**src/rtl/wdk_pkg.sv**
```systemverilog
package wdk_pkg;
  localparam int DATA_W = 16;
  localparam int SEL_W  = 5;
  localparam int ENA_BIT = 15;
  localparam int REN_BIT = 14;

  localparam logic [DATA_W-1:0] KEY_OPEN_A  = 16'h3333;
  localparam logic [DATA_W-1:0] KEY_OPEN_B  = 16'hCCCC;
  localparam logic [DATA_W-1:0] KEY_KICK_A  = 16'hAAAA;
  localparam logic [DATA_W-1:0] KEY_KICK_B  = 16'h5555;

  typedef enum logic [1:0] {
    SEQ_IDLE  = 2'd0,
    SEQ_HALF  = 2'd1,
    SEQ_OPEN  = 2'd2,
    SEQ_KICK1 = 2'd3
  } seq_e;
endpackage

```
**src/rtl/wdk_keyseq.sv**
```systemverilog
module wdk_keyseq
  import wdk_pkg::*;
(
  input  logic              clk,
  input  logic              rst_n,
  input  logic              wr_i,
  input  logic [DATA_W-1:0] data_i,
  output logic              commit_o,
  output logic              restart_o
);
  seq_e state_q, state_d;
  logic is_open_a, is_open_b, is_kick_a, is_kick_b, is_key;

  assign is_open_a = (data_i == KEY_OPEN_A);
  assign is_open_b = (data_i == KEY_OPEN_B);
  assign is_kick_a = (data_i == KEY_KICK_A);
  assign is_kick_b = (data_i == KEY_KICK_B);
  assign is_key    = is_open_a | is_open_b | is_kick_a | is_kick_b;

  always_comb begin
    state_d   = state_q;
    commit_o  = 1'b0;
    restart_o = 1'b0;
    if (wr_i) begin
      if (is_open_a)      state_d = SEQ_HALF;
      else if (is_open_b) state_d = (state_q == SEQ_HALF) ? SEQ_OPEN : SEQ_IDLE;
      else if (is_kick_a) state_d = SEQ_KICK1;
      else if (is_kick_b) begin
        restart_o = (state_q == SEQ_KICK1);
        state_d   = SEQ_IDLE;
      end else begin
        commit_o = (state_q == SEQ_OPEN) && !is_key;
        state_d  = SEQ_IDLE;
      end
    end
  end

  always_ff @(posedge clk or negedge rst_n) begin
    if (!rst_n) state_q <= SEQ_IDLE;
    else        state_q <= state_d;
  end


  commit_closes_chk: assert property (@(posedge clk) disable iff (!rst_n)
    commit_o |=> (state_q == SEQ_IDLE));

  restart_closes_chk: assert property (@(posedge clk) disable iff (!rst_n)
    restart_o |=> (state_q == SEQ_IDLE));
endmodule

```
**src/rtl/wdk_timer.sv**
```systemverilog
module wdk_timer
  import wdk_pkg::*;
#(
  parameter int MAX_SEL   = 30,
  parameter int SIM_SHIFT = 0
)(
  input  logic             clk,
  input  logic             rst_n,
  input  logic             ena_i,
  input  logic [SEL_W-1:0] sel_i,
  input  logic             clear_i,
  output logic             expire_o
);
  localparam int CW = MAX_SEL - SIM_SHIFT;

  logic [CW-1:0] cnt_q, mask;
  int eff;

  always_comb begin
    eff = int'(sel_i) - SIM_SHIFT;
    if (eff < 1)  eff = 1;
    if (eff > CW) eff = CW;
  end

  for (genvar i = 0; i < CW; i++) begin : g_mask
    assign mask[i] = (i < eff);
  end

  assign expire_o = ena_i && (cnt_q == mask);

  always_ff @(posedge clk or negedge rst_n) begin
    if (!rst_n)                      cnt_q <= '0;
    else if (clear_i || !ena_i)      cnt_q <= '0;
    else if (expire_o)               cnt_q <= '0;
    else                             cnt_q <= cnt_q + 1'b1;
  end


  idle_count_zero_chk: assert property (@(posedge clk) disable iff (!rst_n)
    !ena_i |-> (cnt_q == '0));

  clear_zeroes_chk: assert property (@(posedge clk) disable iff (!rst_n)
    clear_i |=> (cnt_q == '0));
endmodule

```
**src/rtl/wdk_status.sv**
```systemverilog
module wdk_status (
  input  logic       clk,
  input  logic       rst_n,
  input  logic       set_det_i,
  input  logic       set_irq_i,
  input  logic       clr_wr_i,
  input  logic [1:0] clr_bits_i,
  output logic       det_o,
  output logic       irq_o
);
  always_ff @(posedge clk or negedge rst_n) begin
    if (!rst_n) begin
      det_o <= 1'b0;
      irq_o <= 1'b0;
    end else begin
      det_o <= set_det_i | (det_o & ~(clr_wr_i & clr_bits_i[0]));
      irq_o <= set_irq_i | (irq_o & ~(clr_wr_i & clr_bits_i[1]));
    end
  end


  det_sets_chk: assert property (@(posedge clk) disable iff (!rst_n)
    set_det_i |=> det_o);

  det_clear_cause_chk: assert property (@(posedge clk) disable iff (!rst_n)
    $fell(det_o) |-> $past(clr_wr_i && clr_bits_i[0]));
endmodule

```
**src/rtl/keyed_watchdog.sv**
```systemverilog
module keyed_watchdog
  import wdk_pkg::*;
#(
  parameter int ADDR_W    = 2,
  parameter int CTRL_ADDR = 0,
  parameter int STAT_ADDR = 1,
  parameter int MAX_SEL   = 30,
  parameter int SIM_SHIFT = 0
)(
  input  logic              clk,
  input  logic              rst_n,
  input  logic              bus_wr,
  input  logic [ADDR_W-1:0] bus_addr,
  input  logic [15:0]       bus_wdata,
  input  logic              echo_mode,
  output logic [15:0]       bus_rdata,
  output logic              sys_rst_req,
  output logic              wdog_irq
);
  localparam logic [SEL_W-1:0] SEL_TOP = SEL_W'(MAX_SEL);

  logic             ctl_wr, st_wr, commit, restart, expire;
  logic             ena_q, ren_q, det, irq, rst_req_q;
  logic [SEL_W-1:0] sel_q, sel_new;

  assign ctl_wr  = bus_wr && (bus_addr == ADDR_W'(CTRL_ADDR)) && !echo_mode;
  assign st_wr   = bus_wr && (bus_addr == ADDR_W'(STAT_ADDR));
  assign sel_new = (bus_wdata[SEL_W-1:0] > SEL_TOP) ? SEL_TOP : bus_wdata[SEL_W-1:0];

  wdk_keyseq u_keyseq (
    .clk(clk), .rst_n(rst_n), .wr_i(ctl_wr), .data_i(bus_wdata),
    .commit_o(commit), .restart_o(restart)
  );

  always_ff @(posedge clk or negedge rst_n) begin
    if (!rst_n) begin
      ena_q <= 1'b0;
      ren_q <= 1'b0;
      sel_q <= SEL_TOP;
    end else if (commit) begin
      ena_q <= bus_wdata[ENA_BIT];
      ren_q <= bus_wdata[REN_BIT];
      sel_q <= sel_new;
    end
  end

  wdk_timer #(.MAX_SEL(MAX_SEL), .SIM_SHIFT(SIM_SHIFT)) u_timer (
    .clk(clk), .rst_n(rst_n), .ena_i(ena_q), .sel_i(sel_q),
    .clear_i(commit | restart), .expire_o(expire)
  );

  always_ff @(posedge clk or negedge rst_n) begin
    if (!rst_n) rst_req_q <= 1'b0;
    else        rst_req_q <= expire && ren_q;
  end

  wdk_status u_status (
    .clk(clk), .rst_n(rst_n),
    .set_det_i(expire && ren_q), .set_irq_i(expire && !ren_q),
    .clr_wr_i(st_wr), .clr_bits_i(bus_wdata[1:0]),
    .det_o(det), .irq_o(irq)
  );

  assign sys_rst_req = rst_req_q;
  assign wdog_irq    = irq;

  always_comb begin
    bus_rdata = '0;
    if (bus_addr == ADDR_W'(CTRL_ADDR)) begin
      bus_rdata[ENA_BIT]     = ena_q;
      bus_rdata[REN_BIT]     = ren_q;
      bus_rdata[SEL_W-1:0]   = sel_q;
    end else if (bus_addr == ADDR_W'(STAT_ADDR)) begin
      bus_rdata[1:0] = {irq, det};
    end
  end


  pulse_single_chk: assert property (@(posedge clk) disable iff (!rst_n)
    sys_rst_req |=> !sys_rst_req);

  pulse_needs_arm_chk: assert property (@(posedge clk) disable iff (!rst_n)
    sys_rst_req |-> ($past(ena_q && ren_q) && det));

  ctrl_hold_chk: assert property (@(posedge clk) disable iff (!rst_n)
    !$past(commit) |-> ($stable(ena_q) && $stable(ren_q) && $stable(sel_q)));

  echo_block_chk: assert property (@(posedge clk) disable iff (!rst_n)
    (echo_mode && bus_wr) |=> ($stable(ena_q) && $stable(ren_q) && $stable(sel_q)));

  sel_range_chk: assert property (@(posedge clk) disable iff (!rst_n)
    sel_q <= SEL_TOP);
endmodule

```
**config.mk**
```make
export PLATFORM = sky130hd
export DESIGN_NAME = keyed_watchdog
export DESIGN_NICKNAME = d
export VERILOG_FILES = /design/src/rtl/wdk_pkg.sv /design/src/rtl/wdk_keyseq.sv /design/src/rtl/wdk_timer.sv /design/src/rtl/wdk_status.sv /design/src/rtl/keyed_watchdog.sv
export SDC_FILE = /design/constraint.sdc
export NUM_CORES = 1
export LEC_CHECK = 0
export ABC_AREA = 1
export ABC_CLOCK_PERIOD_IN_PS = 2800
export BUFFER_PORTS_ARGS = -buffer_cell sky130_fd_sc_hd__buf_2
export CORE_ASPECT_RATIO = 0.5
export CORE_MARGIN = 10
export CORE_UTILIZATION = 43
export CTS_CLUSTER_DIAMETER = 30
export DETAILED_ROUTE_END_ITERATION = 8
export PLACE_DENSITY = 0.7
export SYNTH_ARGS = -nofsm -noshare
export SYNTH_HDL_FRONTEND = slang
export SYNTH_HIERARCHICAL = 1
export SYNTH_SLANG_ARGS = --single-unit
```
**constraint.sdc**
```tcl
create_clock -name clk -period 2.8 [get_ports clk]
set_input_delay 0.7 -clock clk [delete_from_list [all_inputs] [get_ports clk]]
set_output_delay 0.7 -clock clk [all_outputs]
set_load 0.01 [all_outputs]
```
==> results.md <==
- Vias: 3,480
- Bufs and invs on worst path: 3
- GR Overflow Total: 0
- Internal cell power: 997 uW
- Final cell count without fillers: 663
- Placed cell area: 0.00354 mm2
- # diodes: 0
- Mean post-synth cell area: 6.16 um2
- Nets: 589
- Primary FF master, synth: dfrtp_1
- Worst-margin pin slew: 0.710 ns
- Most frequent CP cell: nand2_1
- Clk Latency, worst-skew pair: 0.30 ns
- Post-CTS sizing: 0
- H-Tree Depth: 2
- Power density over the cells: 368 mW/mm2
- Min Clock Period, post-route: 2.46 ns
- I/O Buffers: 30
- Design area: 0.00369 mm2
- First-pass GRT wire length: 15.6 mm
- Register-to-register setup slack: 0.34 ns
- Slowest-stage cell, CP: dfstp_2
- Antenna violations before repair: 0
- Footprint of the multi-input gates: 0.00186 mm2
- Layout cell share with drive strength beyond 1: 12.3%
- Crit-path leading delay family: simple AND/OR/NAND/NOR gates
- Net switching fraction of the power: 26.6%
- Post-DP HPWL: 7.48 mm
- Fin. max-slew vios: 0
- Peak Freq: 406 MHz
- Pin count of the biggest net entering global routing: 24
- Fillers: 762
- Die height: 81.9 um
- CP cell instances: nand2_1 > nor2_1 > nand2_1 > nand2_1 > nand2_1 > nand3_1 > nand3_1 > nor2_1 > nand3_1 > nor2_2 > buf_12 > inv_1 > nor2_1 > inv_1 > nand2_1
- Post-synth EDFFs: 0
- Crit path launch type: register
- Vias in the first global route: 3,172
- Hold_buf cts: 0
- WL per Instance: 14.1 um
- Setup crit end kind: register
- Flop pwr share: 47.3%
- Row cnt: 22
- Lkg Pwr: 0.00191 uW
- Most frequent cells in the layout: 147 x nand2_1, 92 x nor2_1, 70 x inv_1, 58 x nand3_1, 38 x dfrtp_1
- Clock power share: 44.0%
- Leading cell type in the layout, fill and taps excluded: nand2_1
- Combinational power share: 8.7%
- Area of the core: 0.00738 mm2
- Core Util, Final: 50.1%
- Yosys warning total: 6
- Synth Instances: 535
- Effective utilization at floorplan: 44.7%
- Top cells by area, synth: dfrtp_1 29%, nand2_1 17%, nor2_1 11%
- Gpl congestion: 0.972
- Full die area: 0.0118 mm2
- Max Root-Sink Buffers: 2
- Crit path required time: 3.04 ns
- Clk_skew: 0.00508 ns
- Critical-path maximum fanout: 16
- Post-Syn Area: 0.00330 mm2
- CTS sink cnt: 42
- Root Driver: clkbuf_16
- CTS tree: done
- Slew HR: 52.2%
- Initial DRC Count: 281
- Clock-pin slew on the worst setup and hold paths: 0.07 ns
- Setup Crit Path Kind: register to register
- Area delta synth->final: 11.9%
- Max-cap viol count: 0
- Vias per cell: 5.25
- DRT Wirelength: 9.33 mm
- Setup TNS Final: 0 ns
- Yosys cell types: 38
- Arr. time, crit path: 2.70 ns
- IO Count: 40
- Leading area contributor after synthesis: dfrtp_1
- #FFs+latches synth: 42
- Die X: 144 um
- Ys async rst share: 100%
- PnR Total Power: 1360 uW
- # placed instances: 655
- Net switching power: 361 uW
- Endpoints failing hold: 0
- Post-route ant nets: 0
- Outcome: finished, final reports clean
- FF+latch area: 0.00106 mm2
- Final setup viols: 0
- Seq/Total Area, Yosys: 32.0%
- Maximum VDD drop: 0.213 mV
- Setup bufs post-CTS: 0
- Tcrit/Tclk final: 88.0%
- Drt pass-1 iters: 6
- Hold WC Path Type: primary input to async pin
- CTS Buf Count: 5
- CP max stage delay: 0.68 ns
- Post-route DRC: 0
- Unrepaired setup endpoints after global routing: false
- Yosys top cell area share: 28.8%
- Total Routing Usage GR: 16.5%
==> worst paths after layout <==
check                               start                 to  cells after the start
setup reg to reg                 sel_q[3]     u_status/irq_o                     15
max in group asynchronous           rst_n           sel_q[1]                      2
hold / removal                      rst_n  u_timer/cnt_q[12]                      1
hold reg to reg            u_status/det_o     u_status/det_o                      2
setup / recovery                 sel_q[3]     u_status/irq_o                     15
min in group clk           u_status/det_o     u_status/det_o                      2
==> cell usage after synthesis (4+ instances only) <==
library cell    n
nand3_1        58
o21ai_0        25
buf_2           8
nand4_1        15
nor4_1          4
dfrtp_1        38
xor2_1          5
o211ai_1        7
or2_2           5
clkbuf_1        5
inv_1          70
nor3_1          6
nor2_1         93
dfstp_2         4
a21oi_1         8
buf_4          10
nand2_1       147
==> logic make-up after synthesis <==
family,after synthesis,synth area share [%]
flops,42,32.0
xor+xnor,6,1.59
simple gates,340,44.5
fa+ha+maj,1,0.379
other cells,1,0.114
compound gates,49,8.76
buf+inv,96,12.6
==> cell type report <==
type	count	area share, %
tap	96	3.25
timing repair buffer	40	6.44
multi-input combinational	405	50.4
clock inverter	3	0.644
inverter	72	7.32
clock buffer	5	3.39
sequential	42	28.6
==> sequential cells by signal (all words and copies together), names as in the netlist <==
signal	cells
u_status/det_o	1
sel_q	5
ena_q	1
u_status/irq_o	1
ren_q	1
u_keyseq/state_q	2
u_timer/cnt_q	30
sys_rst_req	1
==> per-layer routing <==
metal / track usage (%) / part of all wire (%)
met5: 0 / 0
met1: 23.2 / 50
met4: 4.15 / 1.3
met2: 24.3 / 39
met3: 4.66 / 9.0
==> power by group through the flow <==
stage | combinational, uW | clock, uW | sequential, uW
final | 118 | 598 | 643
after global routing | 136 | 645 | 644
after CTS | 119 | 603 | 642
after floorplan | 78.5 | 0 | 645
after detailed placement | 118 | 0 | 652
after global placement | 116 | 0 | 653
==> worst reg2reg max path, stage by stage, from the launching register on <==
cell and delay (ns):
dfstp_2 0.68, nand2_1 0.21, nor2_1 0.21, nand2_1 0.07, nand2_1 0.16, nand2_1 0.10, nand3_1 0.08, nand3_1 0.10
nor2_1 0.14, nand3_1 0.10, nor2_2 0.16, buf_12 0.16, inv_1 0.05, nor2_1 0.07, inv_1 0.05, nand2_1 0.06
==> through the flow <==
step | setup WS (ns) | hold slack (ns)
2_1_floorplan | 0.399 | 0.404
3_3_place_gp | 0.351 | 0.479
3_5_place_dp | 0.301 | 0.490
4_1_cts | 0.367 | 0.357
5_1_grt | 0.115 | 0.371
6_report | 0.335 | 0.338
Power figures use the tool's default switching activity.
